[src/rtl/irq_pkg.sv]
package irq_pkg;

  typedef enum logic [2:0] {
    REG_NONE,
    REG_PRIO,
    REG_PEND,
    REG_EN,
    REG_THR,
    REG_CLAIM
  } reg_kind_e;

  typedef struct packed {
    reg_kind_e   kind;
    logic [9:0]  idx;   // source ID or word index
    logic [7:0]  ctx;   // context number
  } reg_sel_t;

endpackage

[src/rtl/irq_addr_decode.sv]
module irq_addr_decode
  import irq_pkg::*;
#(
  parameter int ADDR_W = 26,
  parameter int NSRC   = 31,
  parameter int NCTX   = 2,
  parameter int NWORD  = 1
) (
  input  logic [ADDR_W-1:0] addr,
  output reg_sel_t          sel
);

  localparam logic [ADDR_W-1:0] PEND_BASE = ADDR_W'(32'h0000_1000);
  localparam logic [ADDR_W-1:0] EN_BASE   = ADDR_W'(32'h0000_2000);
  localparam logic [ADDR_W-1:0] EN_END    = ADDR_W'(32'h0000_2000 + 32'h80 * NCTX);
  localparam logic [ADDR_W-1:0] CTX_BASE  = ADDR_W'(32'h0020_0000);
  localparam logic [ADDR_W-1:0] CTX_END   = ADDR_W'(32'h0020_0000 + 32'h1000 * NCTX);

  logic [ADDR_W-1:0] en_off;
  logic [ADDR_W-1:0] ctx_off;

  assign en_off  = addr - EN_BASE;
  assign ctx_off = addr - CTX_BASE;

  always_comb begin
    sel.kind = REG_NONE;
    sel.idx  = '0;
    sel.ctx  = '0;
    if (addr[1:0] == 2'b00) begin
      if (addr < PEND_BASE) begin
        if (addr[11:2] != 10'd0 && 32'(addr[11:2]) <= NSRC) begin
          sel.kind = REG_PRIO;
          sel.idx  = addr[11:2];
        end
      end else if (addr < EN_BASE) begin
        if (32'(addr[11:2]) < NWORD) begin
          sel.kind = REG_PEND;
          sel.idx  = addr[11:2];
        end
      end else if (addr < EN_END) begin
        if (32'(en_off[6:2]) < NWORD) begin
          sel.kind = REG_EN;
          sel.idx  = 10'(en_off[6:2]);
          sel.ctx  = 8'(en_off >> 7);
        end
      end else if (addr >= CTX_BASE && addr < CTX_END) begin
        sel.ctx = 8'(ctx_off >> 12);
        if (ctx_off[11:0] == 12'h000)      sel.kind = REG_THR;
        else if (ctx_off[11:0] == 12'h004) sel.kind = REG_CLAIM;
        else                               sel.ctx  = '0;
      end
    end
  end

endmodule

[src/rtl/irq_prio_file.sv]
module irq_prio_file #(
  parameter int NSRC   = 31,
  parameter int PRIO_W = 3,
  parameter int ID_W   = 5
) (
  input  logic                   clk,
  input  logic                   rst,
  input  logic                   we,
  input  logic [ID_W-1:0]        wid,
  input  logic [PRIO_W-1:0]      wval,
  input  logic [ID_W-1:0]        rid,
  output logic [PRIO_W-1:0]      rval,
  output logic [NSRC*PRIO_W-1:0] prio_flat
);

  logic [PRIO_W-1:0] mem [NSRC];

  always_ff @(posedge clk) begin
    if (rst) begin
      for (int k = 0; k < NSRC; k++) mem[k] <= '0;
    end else if (we && wid != '0) begin
      mem[wid - 1'b1] <= wval;
    end
  end

  assign rval = (rid != '0) ? mem[rid - 1'b1] : '0;

  for (genvar k = 0; k < NSRC; k++) begin : g_flat
    assign prio_flat[k*PRIO_W +: PRIO_W] = mem[k];
  end

endmodule

[src/rtl/irq_pend_track.sv]
module irq_pend_track #(
  parameter int NSRC = 31,
  parameter int ID_W = 5
) (
  input  logic            clk,
  input  logic            rst,
  input  logic [NSRC-1:0] req,
  input  logic            clr_hit,
  input  logic [ID_W-1:0] clr_id,
  output logic [NSRC-1:0] pend
);

  logic [NSRC-1:0] clr_mask;
  logic [NSRC-1:0] held;
  logic [NSRC-1:0] incoming;

  for (genvar k = 0; k < NSRC; k++) begin : g_clr
    assign clr_mask[k] = clr_hit && (clr_id == ID_W'(k + 1));
  end

  assign incoming = req | held;

  // A claim beats a same-cycle request; the request is replayed one edge later.
  always_ff @(posedge clk) begin
    if (rst) begin
      pend <= '0;
      held <= '0;
    end else begin
      pend <= (pend | incoming) & ~clr_mask;
      held <= incoming & clr_mask;
    end
  end

endmodule

[src/rtl/irq_ctx_regs.sv]
module irq_ctx_regs #(
  parameter int NSRC   = 31,
  parameter int NCTX   = 2,
  parameter int PRIO_W = 3
) (
  input  logic                   clk,
  input  logic                   rst,
  input  logic                   en_we,
  input  logic                   thr_we,
  input  logic [7:0]             ctx,
  input  logic [NSRC-1:0]        en_wval,
  input  logic [PRIO_W-1:0]      thr_wval,
  output logic [NCTX*NSRC-1:0]   en_flat,
  output logic [NCTX*PRIO_W-1:0] thr_flat
);

  for (genvar c = 0; c < NCTX; c++) begin : g_ctx
    logic [NSRC-1:0]   en_r;
    logic [PRIO_W-1:0] thr_r;

    always_ff @(posedge clk) begin
      if (rst) begin
        en_r  <= '0;
        thr_r <= '0;
      end else begin
        if (en_we && ctx == 8'(c))  en_r  <= en_wval;
        if (thr_we && ctx == 8'(c)) thr_r <= thr_wval;
      end
    end

    assign en_flat[c*NSRC +: NSRC]       = en_r;
    assign thr_flat[c*PRIO_W +: PRIO_W]  = thr_r;
  end

endmodule

[src/rtl/irq_claim_regs.sv]
module irq_claim_regs
  import irq_pkg::*;
#(
  parameter int ADDR_W = 26,
  parameter int NSRC   = 31,
  parameter int NCTX   = 2,
  parameter int PRIO_W = 3
) (
  input  logic                             clk,
  input  logic                             rst,
  input  logic                             bus_valid,
  output logic                             bus_ready,
  input  logic                             bus_write,
  input  logic [ADDR_W-1:0]                bus_addr,
  input  logic [31:0]                      bus_wdata,
  output logic                             bus_rsp,
  output logic [31:0]                      bus_rdata,
  input  logic [NSRC-1:0]                  gw_req,
  output logic [NSRC-1:0]                  gw_done,
  input  logic [NCTX*$clog2(NSRC+1)-1:0]   sel_id,
  output logic [NSRC-1:0]                  src_pend,
  output logic [NSRC*PRIO_W-1:0]           src_prio,
  output logic [NCTX*NSRC-1:0]             ctx_en,
  output logic [NCTX*PRIO_W-1:0]           ctx_thr
);

  localparam int ID_W  = $clog2(NSRC + 1);
  localparam int NWORD = (NSRC + 32) / 32;
  localparam int PADW  = NWORD * 32;

  reg_sel_t          sel;
  logic              acc;
  logic              prio_we, en_we, thr_we, claim_rd, cmp_wr;
  logic [PRIO_W-1:0] prio_rval;
  logic [ID_W-1:0]   win;
  logic [PRIO_W-1:0] thr_cur;
  logic [NSRC-1:0]   en_cur;
  logic [PADW-1:0]   pend_pad, en_pad;
  logic [31:0]       rd;
  logic [NSRC-1:0]   cmp_mask;

  assign bus_ready = 1'b1;
  assign acc       = bus_valid & bus_ready;

  irq_addr_decode #(
    .ADDR_W(ADDR_W), .NSRC(NSRC), .NCTX(NCTX), .NWORD(NWORD)
  ) u_dec (
    .addr(bus_addr),
    .sel (sel)
  );

  assign prio_we  = acc &  bus_write & (sel.kind == REG_PRIO);
  assign en_we    = acc &  bus_write & (sel.kind == REG_EN);
  assign thr_we   = acc &  bus_write & (sel.kind == REG_THR);
  assign claim_rd = acc & ~bus_write & (sel.kind == REG_CLAIM);
  assign cmp_wr   = acc &  bus_write & (sel.kind == REG_CLAIM);

  irq_prio_file #(
    .NSRC(NSRC), .PRIO_W(PRIO_W), .ID_W(ID_W)
  ) u_prio (
    .clk      (clk),
    .rst      (rst),
    .we       (prio_we),
    .wid      (ID_W'(sel.idx)),
    .wval     (bus_wdata[PRIO_W-1:0]),
    .rid      (ID_W'(sel.idx)),
    .rval     (prio_rval),
    .prio_flat(src_prio)
  );

  irq_pend_track #(
    .NSRC(NSRC), .ID_W(ID_W)
  ) u_pend (
    .clk    (clk),
    .rst    (rst),
    .req    (gw_req),
    .clr_hit(claim_rd),
    .clr_id (win),
    .pend   (src_pend)
  );

  irq_ctx_regs #(
    .NSRC(NSRC), .NCTX(NCTX), .PRIO_W(PRIO_W)
  ) u_ctx (
    .clk     (clk),
    .rst     (rst),
    .en_we   (en_we),
    .thr_we  (thr_we),
    .ctx     (sel.ctx),
    .en_wval (bus_wdata[NSRC:1]),
    .thr_wval(bus_wdata[PRIO_W-1:0]),
    .en_flat (ctx_en),
    .thr_flat(ctx_thr)
  );

  // Per-context view selected by the decoded context number.
  always_comb begin
    win     = '0;
    thr_cur = '0;
    en_cur  = '0;
    for (int c = 0; c < NCTX; c++) begin
      if (32'(sel.ctx) == c) begin
        win     = sel_id[c*ID_W +: ID_W];
        thr_cur = ctx_thr[c*PRIO_W +: PRIO_W];
        en_cur  = ctx_en[c*NSRC +: NSRC];
      end
    end
  end

  assign pend_pad = PADW'({src_pend, 1'b0});
  assign en_pad   = PADW'({en_cur, 1'b0});

  always_comb begin
    rd = '0;
    case (sel.kind)
      REG_PRIO:  rd = 32'(prio_rval);
      REG_PEND:  for (int w = 0; w < NWORD; w++)
                   if (32'(sel.idx) == w) rd = pend_pad[w*32 +: 32];
      REG_EN:    for (int w = 0; w < NWORD; w++)
                   if (32'(sel.idx) == w) rd = en_pad[w*32 +: 32];
      REG_THR:   rd = 32'(thr_cur);
      REG_CLAIM: rd = 32'(win);
      default:   rd = '0;
    endcase
  end

  // Completion: checked only against the writing context's enables.
  for (genvar k = 0; k < NSRC; k++) begin : g_cmp
    assign cmp_mask[k] = cmp_wr && (bus_wdata == 32'(k + 1)) && en_cur[k];
  end

  always_ff @(posedge clk) begin
    if (rst) begin
      bus_rsp   <= 1'b0;
      bus_rdata <= '0;
      gw_done   <= '0;
    end else begin
      bus_rsp   <= acc;
      bus_rdata <= (acc && !bus_write) ? rd : 32'd0;
      gw_done   <= cmp_mask;
    end
  end

endmodule

[config.mk]
export PLATFORM = sky130hd
export DESIGN_NAME = irq_claim_regs
export DESIGN_NICKNAME = d
export VERILOG_FILES = /design/src/rtl/irq_pkg.sv /design/src/rtl/irq_addr_decode.sv /design/src/rtl/irq_prio_file.sv /design/src/rtl/irq_pend_track.sv /design/src/rtl/irq_ctx_regs.sv /design/src/rtl/irq_claim_regs.sv
export SDC_FILE = /design/constraint.sdc
export NUM_CORES = 1
export LEC_CHECK = 0
export ABC_CLOCK_PERIOD_IN_PS = 5200
export BUFFER_PORTS_ARGS = -buffer_cell sky130_fd_sc_hd__buf_2
export CAP_MARGIN = 20
export CELL_PAD_IN_SITES_DETAIL_PLACEMENT = 0
export CELL_PAD_IN_SITES_GLOBAL_PLACEMENT = 1
export CORE_MARGIN = 8
export CORE_UTILIZATION = 39
export CTS_CLUSTER_DIAMETER = 150
export DETAILED_ROUTE_END_ITERATION = 6
export GPL_TIMING_DRIVEN = 0
export PLACE_DENSITY = 0.91
export REMOVE_ABC_BUFFERS = 1
export SYNTH_ARGS = -nofsm -noshare
export SYNTH_HDL_FRONTEND = slang
export SYNTH_SLANG_ARGS = --single-unit
[constraint.sdc]
create_clock -name clk -period 5.2 [get_ports clk]
set_input_delay 0.78 -clock clk [delete_from_list [all_inputs] [get_ports clk]]
set_output_delay 0.78 -clock clk [all_outputs]
set_load 0.01 [all_outputs]
==> flow_metrics.env <==
export IMPL_design_area_um2=15900
export IMPL_drt_initial_drc_count=1257
export IMPL_hold_depth=2
export IMPL_synth_cells=1303
export IMPL_pwr_share_comb=0.061
export IMPL_synthTopCellsByCount="dfxtp_1, nand2_1, nor2_1"
export IMPL_clockRootBuffer="clkbuf_16"
export IMPL_stdcell_count=2054
export IMPL_maxCapViolCount=0
export IMPL_vias=11600
export IMPL_power_frac_seq=0.473
export IMPL_timing_final_crit_share=0.939
export IMPL_postCtsHoldBufs=0
export IMPL_detail_route_first_pass_iterations=5
export IMPL_ys_flop_type="dfxtp_1"
export IMPL_cts_num_sinks=290
export IMPL_drc_errors=0
export IMPL_wl_met2_um=22600
export IMPL_antenna_found_initial=5
export IMPL_cp_num_buf_inv=2
export IMPL_grt_max_degree=77
export IMPL_cts_tree="built"
export IMPL_tightest_slew_ns=1.13
export IMPL_path_max_fanout=28
export IMPL_finalHoldViolations=0
export IMPL_finalCriticalPeriod_ns=4.88
export IMPL_crit_chain="buf_2 > nor4_4 > and4_1 > and3_4 > inv_1 > ha_1 > o31a_1 > o21bai_1 > nor4b_4 > and2_1 > nand2_1 > nor2_1"
export IMPL_final_max_slew_violation_count=0
export IMPL_core_um2=31600
export IMPL_io_pins=360
export IMPL_worstSetupPathType="input pin to flip-flop"
export IMPL_layout_drive_gt1_share=0.291
export IMPL_max_clock_freq_mhz=205
export IMPL_gp_congestion=0.933
export IMPL_syn_to_final_growth_pct=26.6
export IMPL_setup_viol_count_final=0
export IMPL_dpl_hpwl_um=36400
export IMPL_cp_start_kind="input pin"
export IMPL_insertion_delay_ns=0.52
export IMPL_grtUsageTotal=0.239
export IMPL_status="completed"
export IMPL_wl_met3_um=3810
export IMPL_switchingPower_mw=1.22
export IMPL_gr_total_overflow=0
export IMPL_r2r_start="u_prio.mem[26][2]"
export IMPL_rr_worst_depth=5
export IMPL_hold_path_class="flip-flop to flip-flop"
export IMPL_initial_utilization=0.396
export IMPL_ir_drop_mv=0.271
export IMPL_numCtsBuffers=34
export IMPL_hold_ws_ns=0.467
export IMPL_clockBufferDepth=3
export IMPL_synth_edf_count=96
export IMPL_ys_types=75
export IMPL_syn_area_um2=12500
export IMPL_top_layer_used="met4"
export IMPL_setup_worst_path_end_class="flip-flop"
export IMPL_arrival_ns=5.23
export IMPL_hold_end="u_ctx.g_ctx[0].en_r[3]"
export IMPL_hp_start="u_ctx.g_ctx[0].en_r[3]"
export IMPL_routedWlPerCell_um=23.4
export IMPL_die_w_um=195
export IMPL_switching_share=0.236
export IMPL_slowest_delay_ns=0.61
export IMPL_wl_um=48000
export IMPL_h_tree_depth=2
export IMPL_cp_required_ns=5.55
export IMPL_power_density_nw_per_um2=325
export IMPL_async_flop_share=0
export IMPL_p_int_mw=3.94
export IMPL_met1Wirelength_um=19700
export IMPL_finClkSkew_ns=0.0198
export IMPL_fill_cells=2930
export IMPL_fin_nets=1732
export IMPL_place_inst=1989
export IMPL_place_area_um2=14700
export IMPL_fin_util=0.502
export IMPL_synth_area_leader_cell="dfxtp_1"
export IMPL_total_leakage_power_nw=6.40
export IMPL_cp_slowest_cell="and3_4"
export IMPL_dieArea_um2=38100
export IMPL_synth_area_leaders="dfxtp_1, edfxtp_1, nand2_1"
export IMPL_synth_warnings=0
export IMPL_clk_pin_slew_ns=0.06
export IMPL_die_h_um=195
export IMPL_path_delay_family="simple AND/OR/NAND/NOR gates"
export IMPL_syn_area_per_cell_um2=9.62
export IMPL_rows=65
export IMPL_ys_ff_latch=290
export IMPL_grt_pass1_vias=11500
export IMPL_max_slew_margin_rel=0.248
export IMPL_grt_pass1_wl_um=71100
export IMPL_reg2reg_slack_ns=3.40
export IMPL_viasPerCell=5.66
export IMPL_rsz0062_at_grt="no"
export IMPL_ant_nets=0
export IMPL_power_frac_clock=0.466
export IMPL_timing_rr_end="bus_rdata[2]"
export IMPL_port_buffers=358
export IMPL_yosysSeqAreaShare=0.540
export IMPL_synth_top_area_share=0.310
export IMPL_yosysMostFrequentCell="dfxtp_1"
export IMPL_fin_setup_tns_ns=0
## worst reg2reg max path, cell delays in order, from the launching register on
cell       delay [ns]
edfxtp_1         0.41
mux4_2           0.49
and2_1           0.17
o32a_1           0.37
o2111ai_1        0.12
o21ai_0          0.10
## per-layer routing
metal | vias up | GRT usage
met4 | 0 | 0.104
li1 | 5351 | -
met1 | 5598 | 0.308
met2 | 573 | 0.387
met3 | 106 | 0.0488
met5 | - | 0
## worst max-delay path by stage
stage | start | to | slack (ns) | depth (start not counted)
3_3_place_gp | bus_addr[25] | u_ctx.g_ctx[0].en_r[30] | -1.76 | 7
2_1_floorplan | bus_addr[14] | bus_rdata[2] | 0.22 | 10
5_1_grt | bus_addr[14] | u_prio.mem[0][1] | 0.003 | 12
3_5_place_dp | bus_addr[14] | u_prio.mem[31][0] | -0.65 | 11
6_report | bus_addr[14] | u_prio.mem[0][1] | 0.32 | 12
4_1_cts | bus_addr[14] | u_prio.mem[31][2] | 0.22 | 11
## registers in the layout (all words and copies together), names as in the netlist
register           count
bus_rsp                1
gw_done               31
u_pend.pend           31
u_ctx.g_ctx.thr_r      6
u_ctx.g_ctx.en_r      62
u_prio.mem            96
bus_rdata             32
u_pend.held           31
## power groups by stage
stage | clock network, mW | registers, mW | logic (mW)
after floorplan | 0 | 2.50 | 0.101
after global placement | 0 | 2.49 | 0.308
after detailed placement | 0 | 2.49 | 0.313
after CTS | 2.42 | 2.44 | 0.315
after global routing | 2.51 | 2.44 | 0.339
final | 2.41 | 2.44 | 0.315
## metrics by stage
step	worst slack, ns	power, mW
finish	0.317	5.16
global route	0.00283	5.29
global placement	-1.76	2.79
detailed placement	-0.653	2.80
floorplan	0.218	2.60
CTS	0.219	5.18
## cell usage in the layout (no fill, tap or decap), types with 4 or more instances in the layout
cell type | Yosys | final
o21ai_1 | 5 | 5
clkinv_2 | 0 | 4
nor3_1 | 98 | 97
clkbuf_8 | 0 | 6
and3_1 | 30 | 29
edfxtp_1 | 96 | 96
a21o_1 | 33 | 33
or3_1 | 9 | 9
or2_2 | 9 | 9
o21ai_0 | 21 | 21
buf_4 | 7 | 6
clkbuf_1 | 60 | 6
a31oi_1 | 6 | 6
clkbuf_16 | 0 | 35
buf_2 | 18 | 357
nand2b_1 | 9 | 9
a211oi_1 | 57 | 57
o21a_1 | 5 | 5
a22oi_1 | 31 | 31
diode_2 | 0 | 6
nand4_1 | 10 | 10
nor2b_1 | 5 | 5
and2_1 | 17 | 16
ha_1 | 6 | 6
mux4_2 | 22 | 22
o211ai_1 | 5 | 5
buf_16 | 0 | 5
a21oi_1 | 72 | 72
nor3b_1 | 5 | 5
nor4_1 | 9 | 8
nor2_1 | 179 | 179
mux2i_1 | 8 | 8
nand2_1 | 191 | 190
nand3_1 | 9 | 9
inv_1 | 9 | 9
dfxtp_1 | 194 | 194
## cells by family (layout without fill, tap and decap cells)
| group | Yosys count | in the layout | synth area share |
|---|---|---|---|
| other | 1 | 7 | 0.000299 |
| AOI/OAI and AO/OA | 272 | 272 | 0.148 |
| muxes | 31 | 31 | 0.0468 |
| adders and majority gates | 6 | 6 | 0.00599 |
| and+or+nand+nor | 603 | 603 | 0.225 |
| buffers and inverters | 98 | 441 | 0.0332 |
| DFF | 290 | 290 | 0.540 |
| xor gates and xnor gates | 2 | 2 | 0.00140 |
## final cells by class
class	count	area, µm²	area share
diodes	6	15.0	0.000946
clock buffers	47	981	0.0618
clock inverters	12	141	0.00890
inverters	9	33.8	0.00213
multi-input cells	915	5390	0.340
flip-flops and latches	290	6770	0.426
well taps	402	503	0.0317
repair buffers	373	2050	0.129
## what timing repair did
action                                  in CTS  in global routing
gates cloned                                 0                  0
buffers inserted                             0                  0
pin swaps                                    0                  0
endpoints found under the setup margin      48                 44
gates resized for setup                      1                  3
Power figures use the tool's default switching activity.
